<file path="src/rtl/capChkPkg.sv">
package capChkPkg;
  localparam int PERM_W = 5;
  localparam logic [2:0] SIZE_CODE_MAX = 3'd4;
  localparam logic [2:0] SIZE_CODE_CAP = 3'd4;

  typedef enum logic [2:0] {
    KIND_FETCH  = 3'd0,
    KIND_LOAD   = 3'd1,
    KIND_STORE  = 3'd2,
    KIND_CLOAD  = 3'd3,
    KIND_CSTORE = 3'd4
  } accKindE;

  typedef enum logic [2:0] {
    CAUSE_NONE   = 3'd0,
    CAUSE_TAG    = 3'd1,
    CAUSE_SEAL   = 3'd2,
    CAUSE_PERM   = 3'd3,
    CAUSE_BOUNDS = 3'd4
  } causeE;

  typedef struct packed {
    logic       loadAddr;
    logic [2:0] sizeCode;
  } ctrlStrobeT;
endpackage

</file>
<file path="src/rtl/capChkDatapath.sv">
module capChkDatapath
  import capChkPkg::*;
#(
  parameter int ADDR_W = 16
) (
  input  logic              clk,
  input  logic              rstN,
  input  ctrlStrobeT        strobe,
  input  logic [ADDR_W-1:0] capBase,
  input  logic [ADDR_W-1:0] capLength,
  input  logic [ADDR_W-1:0] capOffset,
  output logic              boundsOk,
  output logic [ADDR_W-1:0] rspAddr
);
  localparam int SUM_W = ADDR_W + 1;

  logic [ADDR_W-1:0] effAddr;
  logic [SUM_W-1:0]  sizeBytes;
  logic [SUM_W-1:0]  accEnd;
  logic [SUM_W-1:0]  regionEnd;
  logic              sizeLegal;

  always_comb begin
    effAddr   = capBase + capOffset;
    sizeLegal = strobe.sizeCode <= SIZE_CODE_MAX;
    sizeBytes = SUM_W'(1) << strobe.sizeCode;
    accEnd    = {1'b0, effAddr} + sizeBytes;
    regionEnd = {1'b0, capBase} + {1'b0, capLength};
    boundsOk  = sizeLegal && (effAddr >= capBase) && (accEnd <= regionEnd);
  end

  always_ff @(posedge clk) begin
    if (!rstN)                rspAddr <= '0;
    else if (strobe.loadAddr) rspAddr <= effAddr;
  end

  // captured address is base plus offset of the sampled request
  p_addr_capture_r5: assert property (@(posedge clk) disable iff (!rstN)
    strobe.loadAddr |=> rspAddr == $past(capBase + capOffset));
  // address holds without a request
  p_addr_hold_r5: assert property (@(posedge clk) disable iff (!rstN)
    !strobe.loadAddr |=> $stable(rspAddr));
endmodule

</file>
<file path="src/rtl/capChkControl.sv">
module capChkControl
  import capChkPkg::*;
(
  input  logic              clk,
  input  logic              rstN,
  input  logic              reqValid,
  input  logic              capTag,
  input  logic              capSealed,
  input  logic [PERM_W-1:0] capPerms,
  input  logic [2:0]        accKind,
  input  logic [2:0]        accSize,
  input  logic              boundsOk,
  output ctrlStrobeT        strobe,
  output logic              rspValid,
  output logic              rspPass,
  output logic [2:0]        rspCause
);
  logic  capKind;
  logic  permOk;
  causeE nextCause;

  always_comb begin
    capKind = (accKind == KIND_CLOAD) || (accKind == KIND_CSTORE);
    strobe.loadAddr = reqValid;
    strobe.sizeCode = capKind ? SIZE_CODE_CAP : accSize;
    permOk = 1'b0;
    for (int k = 0; k < PERM_W; k++)
      if (accKind == 3'(k)) permOk = capPerms[k];
  end

  always_comb begin
    if (!capTag)         nextCause = CAUSE_TAG;
    else if (capSealed)  nextCause = CAUSE_SEAL;
    else if (!permOk)    nextCause = CAUSE_PERM;
    else if (!boundsOk)  nextCause = CAUSE_BOUNDS;
    else                 nextCause = CAUSE_NONE;
  end

  always_ff @(posedge clk) begin
    if (!rstN || !reqValid) begin
      rspValid <= 1'b0;
      rspPass  <= 1'b0;
      rspCause <= CAUSE_NONE;
    end else begin
      rspValid <= 1'b1;
      rspPass  <= (nextCause == CAUSE_NONE);
      rspCause <= nextCause;
    end
  end

  p_valid_follow_r1: assert property (@(posedge clk) disable iff (!rstN)
    reqValid |=> rspValid);
  p_idle_quiet_r1: assert property (@(posedge clk) disable iff (!rstN)
    !reqValid |=> (!rspValid && !rspPass && rspCause == 3'd0));
  p_tag_first_r2: assert property (@(posedge clk) disable iff (!rstN)
    (reqValid && !capTag) |=> rspCause == 3'd1);
  p_seal_second_r3: assert property (@(posedge clk) disable iff (!rstN)
    (reqValid && capTag && capSealed) |=> rspCause == 3'd2);
  p_pass_clean_r9: assert property (@(posedge clk) disable iff (!rstN)
    rspPass |-> (rspValid && rspCause == 3'd0));
  p_fault_named_r9: assert property (@(posedge clk) disable iff (!rstN)
    (rspValid && !rspPass) |-> rspCause != 3'd0);
endmodule

</file>
<file path="src/rtl/capAccessCheck.sv">
module capAccessCheck
  import capChkPkg::*;
#(
  parameter int ADDR_W = 16
) (
  input  logic              clk,
  input  logic              rstN,
  input  logic              reqValid,
  input  logic              capTag,
  input  logic              capSealed,
  input  logic [4:0]        capPerms,
  input  logic [ADDR_W-1:0] capBase,
  input  logic [ADDR_W-1:0] capLength,
  input  logic [ADDR_W-1:0] capOffset,
  input  logic [2:0]        accKind,
  input  logic [2:0]        accSize,
  output logic              rspValid,
  output logic              rspPass,
  output logic [2:0]        rspCause,
  output logic [ADDR_W-1:0] rspAddr
);
  ctrlStrobeT strobe;
  logic       boundsOk;

  capChkControl u_ctrl (
    .clk(clk), .rstN(rstN), .reqValid(reqValid), .capTag(capTag),
    .capSealed(capSealed), .capPerms(capPerms), .accKind(accKind),
    .accSize(accSize), .boundsOk(boundsOk), .strobe(strobe),
    .rspValid(rspValid), .rspPass(rspPass), .rspCause(rspCause)
  );

  capChkDatapath #(.ADDR_W(ADDR_W)) u_dp (
    .clk(clk), .rstN(rstN), .strobe(strobe), .capBase(capBase),
    .capLength(capLength), .capOffset(capOffset), .boundsOk(boundsOk),
    .rspAddr(rspAddr)
  );

  // reset clears every response field on the following edge
  p_reset_clear_r10: assert property (@(posedge clk)
    !rstN |=> (!rspValid && !rspPass && rspCause == 3'd0 && rspAddr == '0));
endmodule

</file>
<file path="config.mk">
export PLATFORM = sky130hd
export DESIGN_NAME = capAccessCheck
export DESIGN_NICKNAME = d
export VERILOG_FILES = /design/src/rtl/capChkPkg.sv /design/src/rtl/capChkDatapath.sv /design/src/rtl/capChkControl.sv /design/src/rtl/capAccessCheck.sv
export SDC_FILE = /design/constraint.sdc
export NUM_CORES = 1
export LEC_CHECK = 0
export ABC_AREA = 0
export BUFFER_PORTS_ARGS = -buffer_cell sky130_fd_sc_hd__buf_2
export CAP_MARGIN = 10
export CORE_ASPECT_RATIO = 1.4
export CORE_MARGIN = 8
export CORE_UTILIZATION = 33
export CTS_CLUSTER_DIAMETER = 40
export DETAILED_ROUTE_END_ITERATION = 16
export GPL_TIMING_DRIVEN = 0
export PLACE_DENSITY = 0.55
export SLEW_MARGIN = 20
export SYNTH_ARGS = -nofsm -noshare
export SYNTH_HDL_FRONTEND = slang
export SYNTH_SLANG_ARGS = --single-unit
</file>
<file path="constraint.sdc">
create_clock -name clk -period 5.7 [get_ports clk]
set_clock_uncertainty 0.05 [all_clocks]
set_input_delay 0.285 -clock clk [delete_from_list [all_inputs] [get_ports clk]]
set_output_delay 0.285 -clock clk [all_outputs]
set_load 0.005 [all_outputs]
</file>
======== After elaboration in Yosys (flattened, before gate mapping) ========
Index checks and enable logic that the tools add are counted.
word-level totals
  bits in registers ....................... 21
  input bits .............................. 64
  output and inout bits ................... 21
  word-level logic and storage cells ...... 34
cells by class
  $add $sub $neg .......................... 3
  magnitude comparators ................... 3
  equal/unequal tests ..................... 4
  shifts and indexed selects .............. 1
  multiplexer cells ....................... 11
  reductions and logical operators ........ 8
operator list
  operator                                                count
  adder 16 x 16 -> 17 bit                                 1
  adder 16 x 17 -> 17 bit                                 1
  less-or-equal comparator 17 bit                         1
  << shifter 1 x 3 -> 17 bit (first input constant)       1
  adder 16 bit                                            1
  >= comparator 16 bit                                    1
  2-to-1 mux 3 bit                                        5
  == test 3 x 2 -> 1 bit (second input constant)          2
  logical NOT 3 bit                                       2
  2-to-1 mux 1 bit                                        6
  == test 3 x 1 -> 1 bit (second input constant)          1
  == test 3 bit (second input constant)                   1
  less-or-equal comparator 3 bit (second input constant)  1
  logical AND 1 bit                                       2
  logical NOT 1 bit                                       2
  logical OR 1 bit                                        2

======== Longest topological paths before layout ========
Gate-level depths: netlist of the first run.
  depth after elaboration ................. 12
  depth in mapped cells ................... 23
  depth with buffers taken out ............ 23

======== Cells and area by module ========
Synthesis of the first run repeated with hierarchy kept, for this count alone.
unflattened totals
  cells, all modules ...................... 456
  area total of the unflattened synthesis .. 3783.6 µm²
by module, submodules not included
  module          times used  cells each  area each (µm²)  sequential area each (µm²)
  capChkDatapath  1           427         3524.6           320.3
  capChkControl   1           29          259.0            100.1

======== Worst setup path after synthesis of the first run ========
Ideal clock, no wire load.
  kind .................................... input to register
  start ................................... input capBase[0]
  end ..................................... register u_ctrl.rspCause[2]
  data arrival time ....................... 3977 ps
  data required time ...................... 5536 ps
  slack ................................... 1560 ps
  stages .................................. 20
  buffers on the path ..................... 0
  path through ............................ ha_1 -> fa_1 -> inv_1 -> fa_1 -> inv_1 -> a21oi_1 -> o21bai_1 -> a21oi_1 -> maj3_2 -> o31ai_4 -> nand2_1 -> xnor2_1 -> ha_1 -> a21o_1 -> a21o_1 -> a21oi_1 -> mux2_2 -> a31o_2 -> o211ai_1 -> nor2b_1
on the way
  word-level cells in the longest chain between the ends .. 8
  elaborated cells on any way between the ends .. 11
RTL lines
  item                                                                         line                                        source
  start, declared                                                              capAccessCheck.sv:12                        input logic [ADDR_W-1:0] capBase,
  adder 16 bit *                                                               capChkDatapath.sv:24                        effAddr = capBase + capOffset;
  via u_dp.effAddr[1]                                                          capChkDatapath.sv:17                        logic [ADDR_W-1:0] effAddr;
  adder 16 x 17 -> 17 bit / >= comparator 16 bit (equally long branches)       capChkDatapath.sv:27, capChkDatapath.sv:29
  less-or-equal comparator 17 bit / logical AND 1 bit (equally long branches)  capChkDatapath.sv:29                        boundsOk = sizeLegal && (effAddr >= capBase) && (accEnd <= regionEnd);
  logical AND 1 bit *                                                          capChkDatapath.sv:29
  2-to-1 mux 3 bit *                                                           capChkControl.sv:35                         else if (!boundsOk) nextCause = CAUSE_BOUNDS;
  2-to-1 mux 3 bit *                                                           capChkControl.sv:34                         else if (!permOk) nextCause = CAUSE_PERM;
  2-to-1 mux 3 bit *                                                           capChkControl.sv:33                         else if (capSealed) nextCause = CAUSE_SEAL;
  2-to-1 mux 3 bit *                                                           capChkControl.sv:32                         if (!capTag) nextCause = CAUSE_TAG;
  end signal, assigned                                                         capChkControl.sv:47                         rspCause <= nextCause;
  end, declared                                                                capChkControl.sv:16                         output logic [2:0] rspCause
Mark *: on every way through the listed nets, which the timed path passes. The rest lies on a longest branch.
A chain may end at the register's enable or synchronous reset.

======== Worst setup path in the final report of the first run ========
Same ends and word-level chain as after synthesis.

==> results of run 1 <==
[where the power goes]
part | switching, uW | leakage (uW) | total, uW | internal [uW]
sequential | 6.18 | 0.000173 | 166 | 160
clock | 52.4 | 0.0000409 | 147 | 94.1
combinational | 300 | 0.00192 | 545 | 245
[cell type report]
class                      count  area share, %
multi-input combinational    360          70.31
sequential                    21          10.01
timing repair buffer          83          9.896
tap                          138          4.113
inverter                      38          3.398
clock buffer                   3          1.788
buffer                         4         0.3577
clock inverter                 1         0.1192
[critical path: cells and delay by family]
kind                       cells  cell delay, ns
muxes                          1            0.19
and+or+nand+nor                2            0.28
adders and majority gates      5            1.99
AOI/OAI and AO/OA              9            1.42
xor gates and xnor gates       1            0.14
buffers and inverters          3            0.30
[worst max path at each step]
stage                                         end       start
floorplan           u_ctrl.rspCause[2]$_SDFF_PN0_  capBase[0]
global placement    u_ctrl.rspCause[2]$_SDFF_PN0_  capBase[0]
detailed placement  u_ctrl.rspCause[2]$_SDFF_PN0_  capBase[0]
CTS                 u_ctrl.rspCause[2]$_SDFF_PN0_  capBase[0]
global route        u_ctrl.rspCause[2]$_SDFF_PN0_  capBase[0]
finish              u_ctrl.rspCause[2]$_SDFF_PN0_  capBase[0]
[sequential cells by signal, summed over array words and instances, names as in the netlist]
signal and count:
u_ctrl.rspValid 1, u_ctrl.rspPass 1, u_ctrl.rspCause 3, u_dp.rspAddr 16
[layout by cell type, fill, tap and decap left out, types with 4 or more instances in the layout]
cell      netlist  final
a211oi_1        6      6
a21o_1         18     18
a21oi_1        30     30
a31oi_1         6      6
buf_2           0     83
dfxtp_1        21     21
ha_1           69     69
inv_1          37     37
mux2i_1         8      8
nand2_1        19     19
nand2b_1        5      5
nand3_1         8      8
nand4_1         7      7
nor2_1         36     36
nor2b_1         6      6
nor3_1          8      8
o211ai_1        4      4
o21a_1          8      8
o21ai_0        11     11
o21bai_1        6      6
or3_1           6      6
xnor2_1        20     20
xor2_1         19     19
[cell families (layout without fill, tap and decap cells)]
| logic type | count (synthesis) | after routing | share of synthesized area (%) |
|---|---|---|---|
| and+or+nand+nor | 118 | 118 | 17.72 |
| AOI/OAI and AO/OA | 116 | 116 | 24.53 |
| adders and majority gates | 74 | 74 | 26.76 |
| xor gates and xnor gates | 42 | 42 | 11.38 |
| buffers and inverters | 42 | 129 | 4.466 |
| DFF | 21 | 21 | 11.91 |
| muxes | 10 | 10 | 3.226 |
[per-stage QoR]
step / hold WS (ns) / setup slack (ns) / power, uW / std cells
2_1_floorplan: 0.3411 / 1.560 / 573.2 / 423
3_3_place_gp: 0.4028 / 0.9056 / 708.1 / 644
3_5_place_dp: 0.4074 / 0.8490 / 720.8 / 644
4_1_cts: 0.1977 / 1.116 / 870.9 / 648
5_1_grt: 0.2049 / 0.7735 / 945.3 / 648
6_report: 0.1960 / 1.175 / 857.5 / 648
[layer usage]
metal,GRT usage (%),share of wire (%),wire length (um),vias up
met1,13.94,37,3617,1525
met4,2.219,1.2,119,0
li1,-,-,-,1719
met5,0,0,0,-
met3,1.910,3.1,300,6
met2,27.71,58,5643,42
==> reports/qor.csv, run 1 <==
metric,value,unit
Die Ht,138.4,um
FILL cells,1094,
Crit Reg-Reg Endpoint,u_dp.rspAddr[15]$_SDFFE_PN0P_,
number of port buffers,83,
status,"finished, final reports clean",
delay of the slowest critical-path stage,0.62,ns
Worst Reg-to-Reg Cells,2,
"Clk Latency, worst-skew pair",0.25,ns
drt pass-1 iters,4,
RSZ-0062 raised after global routing,no,
Synth Register Bits,21,
clock sink count,21,
n_diodes,0,
Setup TNS,0,ns
maximum buffer depth of the clock tree,2,
hold path depth,2,
Syn Inst Count,423,
Post-CTS Setup Inserts,0,
P_leak,0.002132,uW
Slew @ Worst Pin,0.6203,ns
final hold vios,0,
Crit path required time,5.80,ns
"Worst Path Class, Setup",in2reg,
# nets final,647,
Avg Inst Size Synth,8.344,um2
"top cells by area, synth","ha_1 (24%), dfxtp_1 (12%), xnor2_1 (5.0%)",
detailed placement HPWL,8.685,mm
Cell variety after synth,68,
Layout Utilization,40.34,%
vias,3292,
clk root buf,clkbuf_16,
core footprint,10410,um2
H-Tree Depth,1,
crit-path cells,buf_2 > ha_1 > fa_1 > inv_1 > fa_1 > inv_1 > a21oi_1 > o21bai_1 > a21oi_1 > maj3_2 > o31ai_4 > nand2_1 > xnor2_1 > ha_1 > a21o_1 > a21o_1 > a21oi_1 > mux2_2 > a31o_2 > o211ai_1 > nor2b_1,
Final Max Tran Viols,0,
CTS hold repair buffers,0,
layout cells sized above 1,22.75,%
f_max,221.0,MHz
cell taking the most area after synthesis,ha_1,
"Slowest-stage cell, CP",fa_1,
worst r2r src,u_dp.rspAddr[15]$_SDFFE_PN0P_,
Initial Utilization,33.92,%
I/O pin count,85,
Final setup viols,0,
wire length per cell,14.94,um
Worst IR Drop VDD,0.0001011,V
worst min path class,in2reg,
vias in the first global route,3346,
max_slew headroom,58.64,%
drt total wl,9.680,mm
post-cts gate resize count,0,
most frequent CP cell,a21oi_1,
Final Cell Area,4198,um2
Seq. cell area,420.4,um2
DRT antenna net count,0,
Final period util,79.39,%
largest net degree at the start of global routing,13,
grt total ovfl,0,
flop2flop setup slack,4.86,ns
area of the multi-input gates,2952,um2
P&R area growth vs syn,18.93,%
most instantiated cells after synthesis,"ha_1 (69), inv_1 (37), nor2_1 (36), a21oi_1 (30), dfxtp_1 (21)",
CP Data Arrival Time,4.62,ns
Synth Warn #,0,
Die ar.,14310,um2
total CTS buffers,3,
Cell Pwr Density,204.3,nW/um2
syn_nets,559,
Main synth FF type,dfxtp_1,
DR vias/cell,5.080,
Chip Width,103.4,um
Netlist Area Pre-Place,3530,um2
Placed Area,4118,um2
# DRC,0,
startpoint class of the critical path,input pin,
CP Max Fanout,5,
Row Count,44,
first-pass GRT wire length,15.90,mm
Post-synth EDFFs,0,
Max Cap Viol,0,
Min-Delay Startpoint,capTag,
initial antenna violation count,0,
CTS tree,yes,
Hold EP,u_ctrl.rspCause[0]$_SDFF_PN0_,
global placement routability congestion,0.8434,
top-count cell post-synth,ha_1,
post-synth top area share,24.46,%
GRT Resource Usage Total,13.71,%
min cycle time layout,4.525,ns
Async SR Flop Fraction,0,%
post-synthesis sequential area ratio,11.91,%
DR iter-0 viols,122,
clock-pin slew on the worst setup and hold paths,0.06,ns
endpoint class of the critical path,flop,
Note: power is estimated with default switching activity, not from simulation.
==> run 2: changes to the inputs <==
Clock period 5.7 ns to 4.2 ns, I/O delays scaled along.
==> run 2 against run 1 <==
The flow now finishes with violations (setup timing). Combinational power is 44% higher. Sequential share of layout area is 0.41 points lower. Worst hold slack worse by 0.073 ns. Flip-flop and latch count is the same. Setup slack got worse by 1.2 ns. Via count is 2.7% higher. Final area up 4.3%. Die area unchanged. Cell count up 1.9%. Largest power group unchanged.
==> reports/qor.csv, run 2 (same netlist as run 1, synthesis figures left out) <==
metric,value,unit,change
status,"complete, but fails checks",,"was finished, final reports clean"
failing checks,setup timing,,
largest net degree at the start of global routing,13,,unchanged
Final period util,100.9,%,
"Clk Latency, worst-skew pair",0.25,ns,about the same
core footprint,10410,um2,unchanged
most frequent cells in the layout,"buf_2 (80), ha_1 (67), inv_1 (36), nor2_1 (36), a21oi_1 (29)",,"was buf_2 (83), ha_1 (69), inv_1 (37)"
"Worst Path Class, Setup",in2reg,,unchanged
Final Cell Area,4379,um2,was 4198 um2
CTS tree,yes,,unchanged
DR iter-0 viols,127,,was 122
Worst IR Drop VDD,0.0001373,V,was 0.0001011 V
area of the multi-input gates,3020,um2,was 2952 um2
H-Tree Depth,1,,unchanged
layout cells sized above 1,27.01,%,was 22.75%
f_max,236.0,MHz,
Max Cap Viol,0,,unchanged
CP Max Fanout,3,,was 5
min cycle time layout,4.237,ns,
initial antenna violation count,0,,unchanged
startpoint class of the critical path,input pin,,unchanged
Inst Count DP,644,,unchanged
P&R area growth vs syn,24.07,%,was 18.93%
number of port buffers,83,,unchanged
Largest Register,u_dp.rspAddr,,unchanged
# DRC,0,,unchanged
RSZ-0062 raised after global routing,yes,,was no
# nets final,659,,was 647
n_diodes,0,,unchanged
drt total wl,9.980,mm,was 9.680 mm
DR vias/cell,5.121,,was 5.080
"commonest non-fill, non-tap cell in the layout",buf_2,,unchanged
endpoint class of the critical path,flop,,unchanged
Row Count,44,,unchanged
detailed placement HPWL,8.685,mm,unchanged
top flop regs,"u_dp.rspAddr x16, u_ctrl.rspCause x3",,unchanged
clk root buf,clkbuf_16,,unchanged
GRT Resource Usage Total,13.95,%,was 13.71%
Crit path required time,4.30,ns,was 5.80 ns
FILL cells,1083,,was 1094
worst min path class,in2reg,,unchanged
Cell Pwr Density,276.7,nW/um2,was 204.3 nW/um2
drt pass-1 iters,4,,unchanged
Placed Area,4118,um2,unchanged
final non-filler cell total,660,,was 648
I/O pin count,85,,unchanged
Setup TNS,-0.03673,ns,was 0 ns
Final Max Tran Viols,0,,unchanged
CP Data Arrival Time,4.34,ns,was 4.62 ns
Layout Utilization,42.09,%,was 40.34%
clock-pin slew on the worst setup and hold paths,0.06,ns,about the same
Die ar.,14310,um2,unchanged
wire length per cell,15.12,um,was 14.94 um
final hold vios,0,,unchanged
"worst slack, placed",-0.5760,ns,was 0.8490 ns
Worst Reg-to-Reg Cells,2,,unchanged
clock sink count,21,,unchanged
worst setup margin,-0.03673,ns,was 1.175 ns
Final setup viols,1,,was 0
first-pass GRT wire length,16.17,mm,was 15.90 mm
Initial Utilization,33.92,%,unchanged
maximum buffer depth of the clock tree,2,,unchanged
Seq. cell area,420.4,um2,unchanged
max reg flops,16,,unchanged
Die Ht,138.4,um,unchanged
max_slew headroom,58.49,%,was 58.64%
P_leak,0.002217,uW,was 0.002132 uW
Slew @ Worst Pin,0.6227,ns,was 0.6203 ns
DRT antenna net count,0,,unchanged
grt total ovfl,0,,unchanged
total CTS buffers,3,,unchanged
global placement routability congestion,0.8434,,unchanged
vias in the first global route,3414,,was 3346
Chip Width,103.4,um,unchanged
vias,3380,,was 3292
hold path depth,2,,unchanged
run 2: cell count changes in the layout (fill, tap and decap cells not counted), moves of 2 or more:
cell   delta
fa_1      -2
buf_2     -3
ha_1      -2
ha_2      +2
fa_2      +2
buf_6     +4
buf_4    +11
run 2: per-layer routing:
metal / part of all wire [%] / global-route usage (%) / routed length (um)
met1: 37 / 14.14 / 3649
met2: 59 / 28.01 / 5849
met4: 1.7 / 2.831 / 170
met5: 0 / 0 / 0
met3: 3.1 / 1.910 / 312
run 2: critical path: stages:
cell and delay [ns]:
buf_6 0.10, and3b_2 0.21, a21o_1 0.18, nand2b_4 0.15, nor3_2 0.16, ha_2 0.20, inv_2 0.04, fa_2 0.39
inv_1 0.06, a21oi_1 0.06, o21bai_1 0.18, a21oi_1 0.10, maj3_2 0.35, o31ai_4 0.25, buf_6 0.15, nand3_4 0.07
xnor2_2 0.14, ha_1 0.31, nand4_1 0.15, nor4_2 0.28, mux2_4 0.20, a31o_4 0.08, o211ai_1 0.13, nor2b_1 0.17
run 2: final cells by class:
class                      count  share of cell area, %
multi-input combinational    360                  68.97
timing repair buffer          95                  12.06
sequential                    21                  9.600
tap                          138                  3.943
inverter                      38                  3.257
clock buffer                   3                  1.714
buffer                         4                 0.3429
clock inverter                 1                 0.1143
run 2: final timing paths:
| path | start | end | slack [ns] |
|---|---|---|---|
| setup / recovery | accKind[1] | u_ctrl.rspCause[2]$_SDFF_PN0_ | -0.04 |
| hold / removal | capTag | u_ctrl.rspCause[0]$_SDFF_PN0_ | 0.12 |
| setup reg to reg | u_dp.rspAddr[15]$_SDFFE_PN0P_ | u_dp.rspAddr[15]$_SDFFE_PN0P_ | 3.36 |
| hold reg to reg | u_dp.rspAddr[7]$_SDFFE_PN0P_ | u_dp.rspAddr[7]$_SDFFE_PN0P_ | 0.43 |
run 2: power breakdown:
group | leakage, uW | switching [uW] | internal [uW] | total, uW
Combinational | 0.00200 | 427 | 360 | 787
Clock | 0.0000409 | 71.2 | 128 | 199
Sequential | 0.000173 | 8.33 | 217 | 226
Total | 0.00222 | 507 | 705 | 1210
run 2: what timing repair did:
item,in CTS,in global routing
setup endpoints to repair,2,2
hold buffers,0,0
hold endpoints to repair,0,0
gates resized for setup,7,15
setup buffers,7,5
pin swaps,8,15
run 2: through the flow:
| stage | total power, uW | hold slack (ns) |
|---|---|---|
| 3_3_place_gp | 961.0 | 0.3791 |
| 5_1_grt | 1328 | 0.1299 |
| 3_5_place_dp | 978.3 | 0.3884 |
| 6_report | 1212 | 0.1229 |
| 4_1_cts | 1200 | 0.1227 |
| 2_1_floorplan | 777.9 | 0.2661 |
==> run 3: changes to the inputs <==
Settings changed: PLACE_DENSITY 0.55 to 0.6.
==> run 3 against run 2 <==
Non-clock buffer count increased by 1. The run now ends clean. Sequential share of layout area fell by 0.20 points. Sequential power hardly changed.
==> reports/qor.csv, run 3 (same netlist as run 1, synthesis figures left out) <==
metric,value,unit,change
status,"finished, final reports clean",,"was complete, but fails checks"
crit-path cells,clkbuf_4 > ha_4 > fa_2 > inv_2 > fa_2 > inv_2 > a21oi_2 > o21bai_1 > a21oi_1 > maj3_2 > o31ai_4 > buf_6 > nand2_2 > xnor2_1 > ha_1 > a21o_1 > a21o_1 > a21oi_2 > mux2_4 > a31o_4 > o211ai_1 > nor2b_1,,was buf_6 > and3b_2 > a21o_1 > nand2b_4 > nor3_2 > ha_2 > inv_2 > fa_2 > inv_1 > a21oi_1 > o21bai_1 > a21oi_1 > maj3_2 > o31ai_4 > buf_6 > nand3_4 > xnor2_2 > ha_1 > nand4_1 > nor4_2 > mux2_4 > a31o_4 > o211ai_1 > nor2b_1
Crit path required time,4.29,ns,was 4.30 ns
top flop regs,"u_dp.rspAddr x16, u_ctrl.rspCause x3",,unchanged
number of port buffers,83,,unchanged
RSZ-0062 raised after global routing,yes,,unchanged
CP Data Arrival Time,4.25,ns,was 4.34 ns
Cell Pwr Density,276.9,nW/um2,was 276.7 nW/um2
final non-filler cell total,661,,was 660
I/O pin count,85,,unchanged
Final period util,98.89,%,was 100.9%
"Clk Latency, worst-skew pair",0.25,ns,about the same
Layout Utilization,42.98,%,was 42.09%
drt pass-1 iters,4,,unchanged
Row Count,44,,unchanged
max_slew headroom,57.33,%,was 58.49%
# DRC,0,,unchanged
Die ar.,14310,um2,unchanged
startpoint class of the critical path,input pin,,unchanged
P&R area growth vs syn,26.69,%,was 24.07%
"Worst Path Class, Setup",in2reg,,unchanged
f_max,240.8,MHz,was 236.0 MHz
Setup TNS,0,ns,was -0.03673 ns
first-pass GRT wire length,15.97,mm,was 16.17 mm
# nets final,660,,was 659
Slew @ Worst Pin,0.6321,ns,was 0.6227 ns
grt total ovfl,0,,unchanged
"Slowest-stage cell, CP",fa_2,,unchanged
n_diodes,0,,unchanged
Largest Register,u_dp.rspAddr,,unchanged
DR vias/cell,5.139,,was 5.121
drt total wl,9.960,mm,was 9.980 mm
Die Ht,138.4,um,unchanged
clock-pin slew on the worst setup and hold paths,0.05,ns,was 0.06 ns
max reg flops,16,,unchanged
vias in the first global route,3513,,was 3414
clk root buf,clkbuf_16,,unchanged
clock sink count,21,,unchanged
FILL cells,1059,,was 1083
most frequent cells in the layout,"buf_2 (79), ha_1 (66), nor2_1 (36)",,"was buf_2 (80), ha_1 (67), inv_1 (36), nor2_1 (36), a21oi_1 (29)"
CTS tree,yes,,unchanged
WP buf/inv,4,,unchanged
H-Tree Depth,1,,unchanged
P_leak,0.002242,uW,was 0.002217 uW
maximum buffer depth of the clock tree,2,,unchanged
CP Max Fanout,4,,was 3
Final setup viols,0,,was 1
Final Max Tran Viols,0,,unchanged
min cycle time layout,4.154,ns,was 4.237 ns
Initial Utilization,33.92,%,unchanged
worst min path class,in2reg,,unchanged
Inst Count DP,644,,unchanged
final hold vios,0,,unchanged
initial antenna violation count,0,,unchanged
Worst IR Drop VDD,0.0001446,V,was 0.0001373 V
endpoint class of the critical path,flop,,unchanged
Max Cap Viol,0,,unchanged
global placement routability congestion,0.8671,,was 0.8434
DR iter-0 viols,80,,was 127
detailed placement HPWL,8.624,mm,was 8.685 mm
Chip Width,103.4,um,unchanged
largest net degree at the start of global routing,13,,unchanged
Worst path top cell family by delay,adder cells,,unchanged
"commonest non-fill, non-tap cell in the layout",buf_2,,unchanged
delay of the slowest critical-path stage,0.56,ns,was 0.39 ns
layout cells sized above 1,29.06,%,was 27.01%
core footprint,10410,um2,unchanged
DRT antenna net count,0,,unchanged
GRT Resource Usage Total,13.77,%,was 13.95%
vias,3397,,was 3380
Total Power,1238,uW,was 1212 uW
CTS hold repair buffers,0,,unchanged
wire length per cell,15.07,um,was 15.12 um
total CTS buffers,3,,unchanged
==> run 3: area by class of cell <==
class                           count  area (um2)  share of cell area (%)
Sequential cell                    21       420.4                   9.401
Tap cell                          138       172.7                   3.861
Clock buffer                        3       75.07                   1.679
Buffer                              4       15.01                  0.3358
Timing Repair Buffer               96       545.5                   12.20
Multi-Input combinational cell    360        3095                   69.22
Inverter                           38       142.6                   3.190
Clock inverter                      1       5.005                  0.1119
==> run 3: worst register-to-register path, stage by stage (launching register included) <==
cell	delay, ns
dfxtp_1	0.30
or2_2	0.26
o211a_1	0.12
==> run 3: path summary, 6_finish.rpt <==
path                                                    start                       endpoint  slack [ns]  cells past startpoint
worst min-delay path                                   capTag  u_ctrl.rspCause[0]$_SDFF_PN0_        0.13                      2
worst max-delay path                               capBase[0]  u_ctrl.rspCause[2]$_SDFF_PN0_        0.05                     22
worst max register to register  u_dp.rspAddr[15]$_SDFFE_PN0P_  u_dp.rspAddr[15]$_SDFFE_PN0P_        3.36                      2
worst min register to register   u_dp.rspAddr[7]$_SDFFE_PN0P_   u_dp.rspAddr[7]$_SDFFE_PN0P_        0.43                      2
==> run 3: what timing repair did <==
| action | CTS | global route |
|---|---|---|
| endpoints found under the setup margin | 2 | 2 |
| gates resized for setup | 8 | 30 |
| pin swaps | 10 | 11 |
| gates cloned | 0 | 0 |
| buffers inserted | 7 | 6 |
==> run 3: layer usage <==
layer	vias to the layer above	global-route usage [%]	wire, um
met5	-	0	0
met4	0	3.826	297
met3	20	1.709	361
met2	60	27.24	5712
met1	1569	14.01	3589
li1	1748	-	-
==> run 3: report_power, final <==
group          switching (uW)  internal [uW]
Combinational             441            376
Clock                    68.3            128
Sequential               8.15            217
Total                     517            721
==> run 3: metrics by stage <==
stage	cell area, um2	setup WS (ns)	hold WS [ns]
floorplan	3530	0.1348	0.2661
global placement	4118	-0.4785	0.3764
detailed placement	4118	-0.5585	0.3921
CTS	4283	0.02240	0.1301
global route	4472	-0.1493	0.1349
finish	4472	0.04648	0.1298
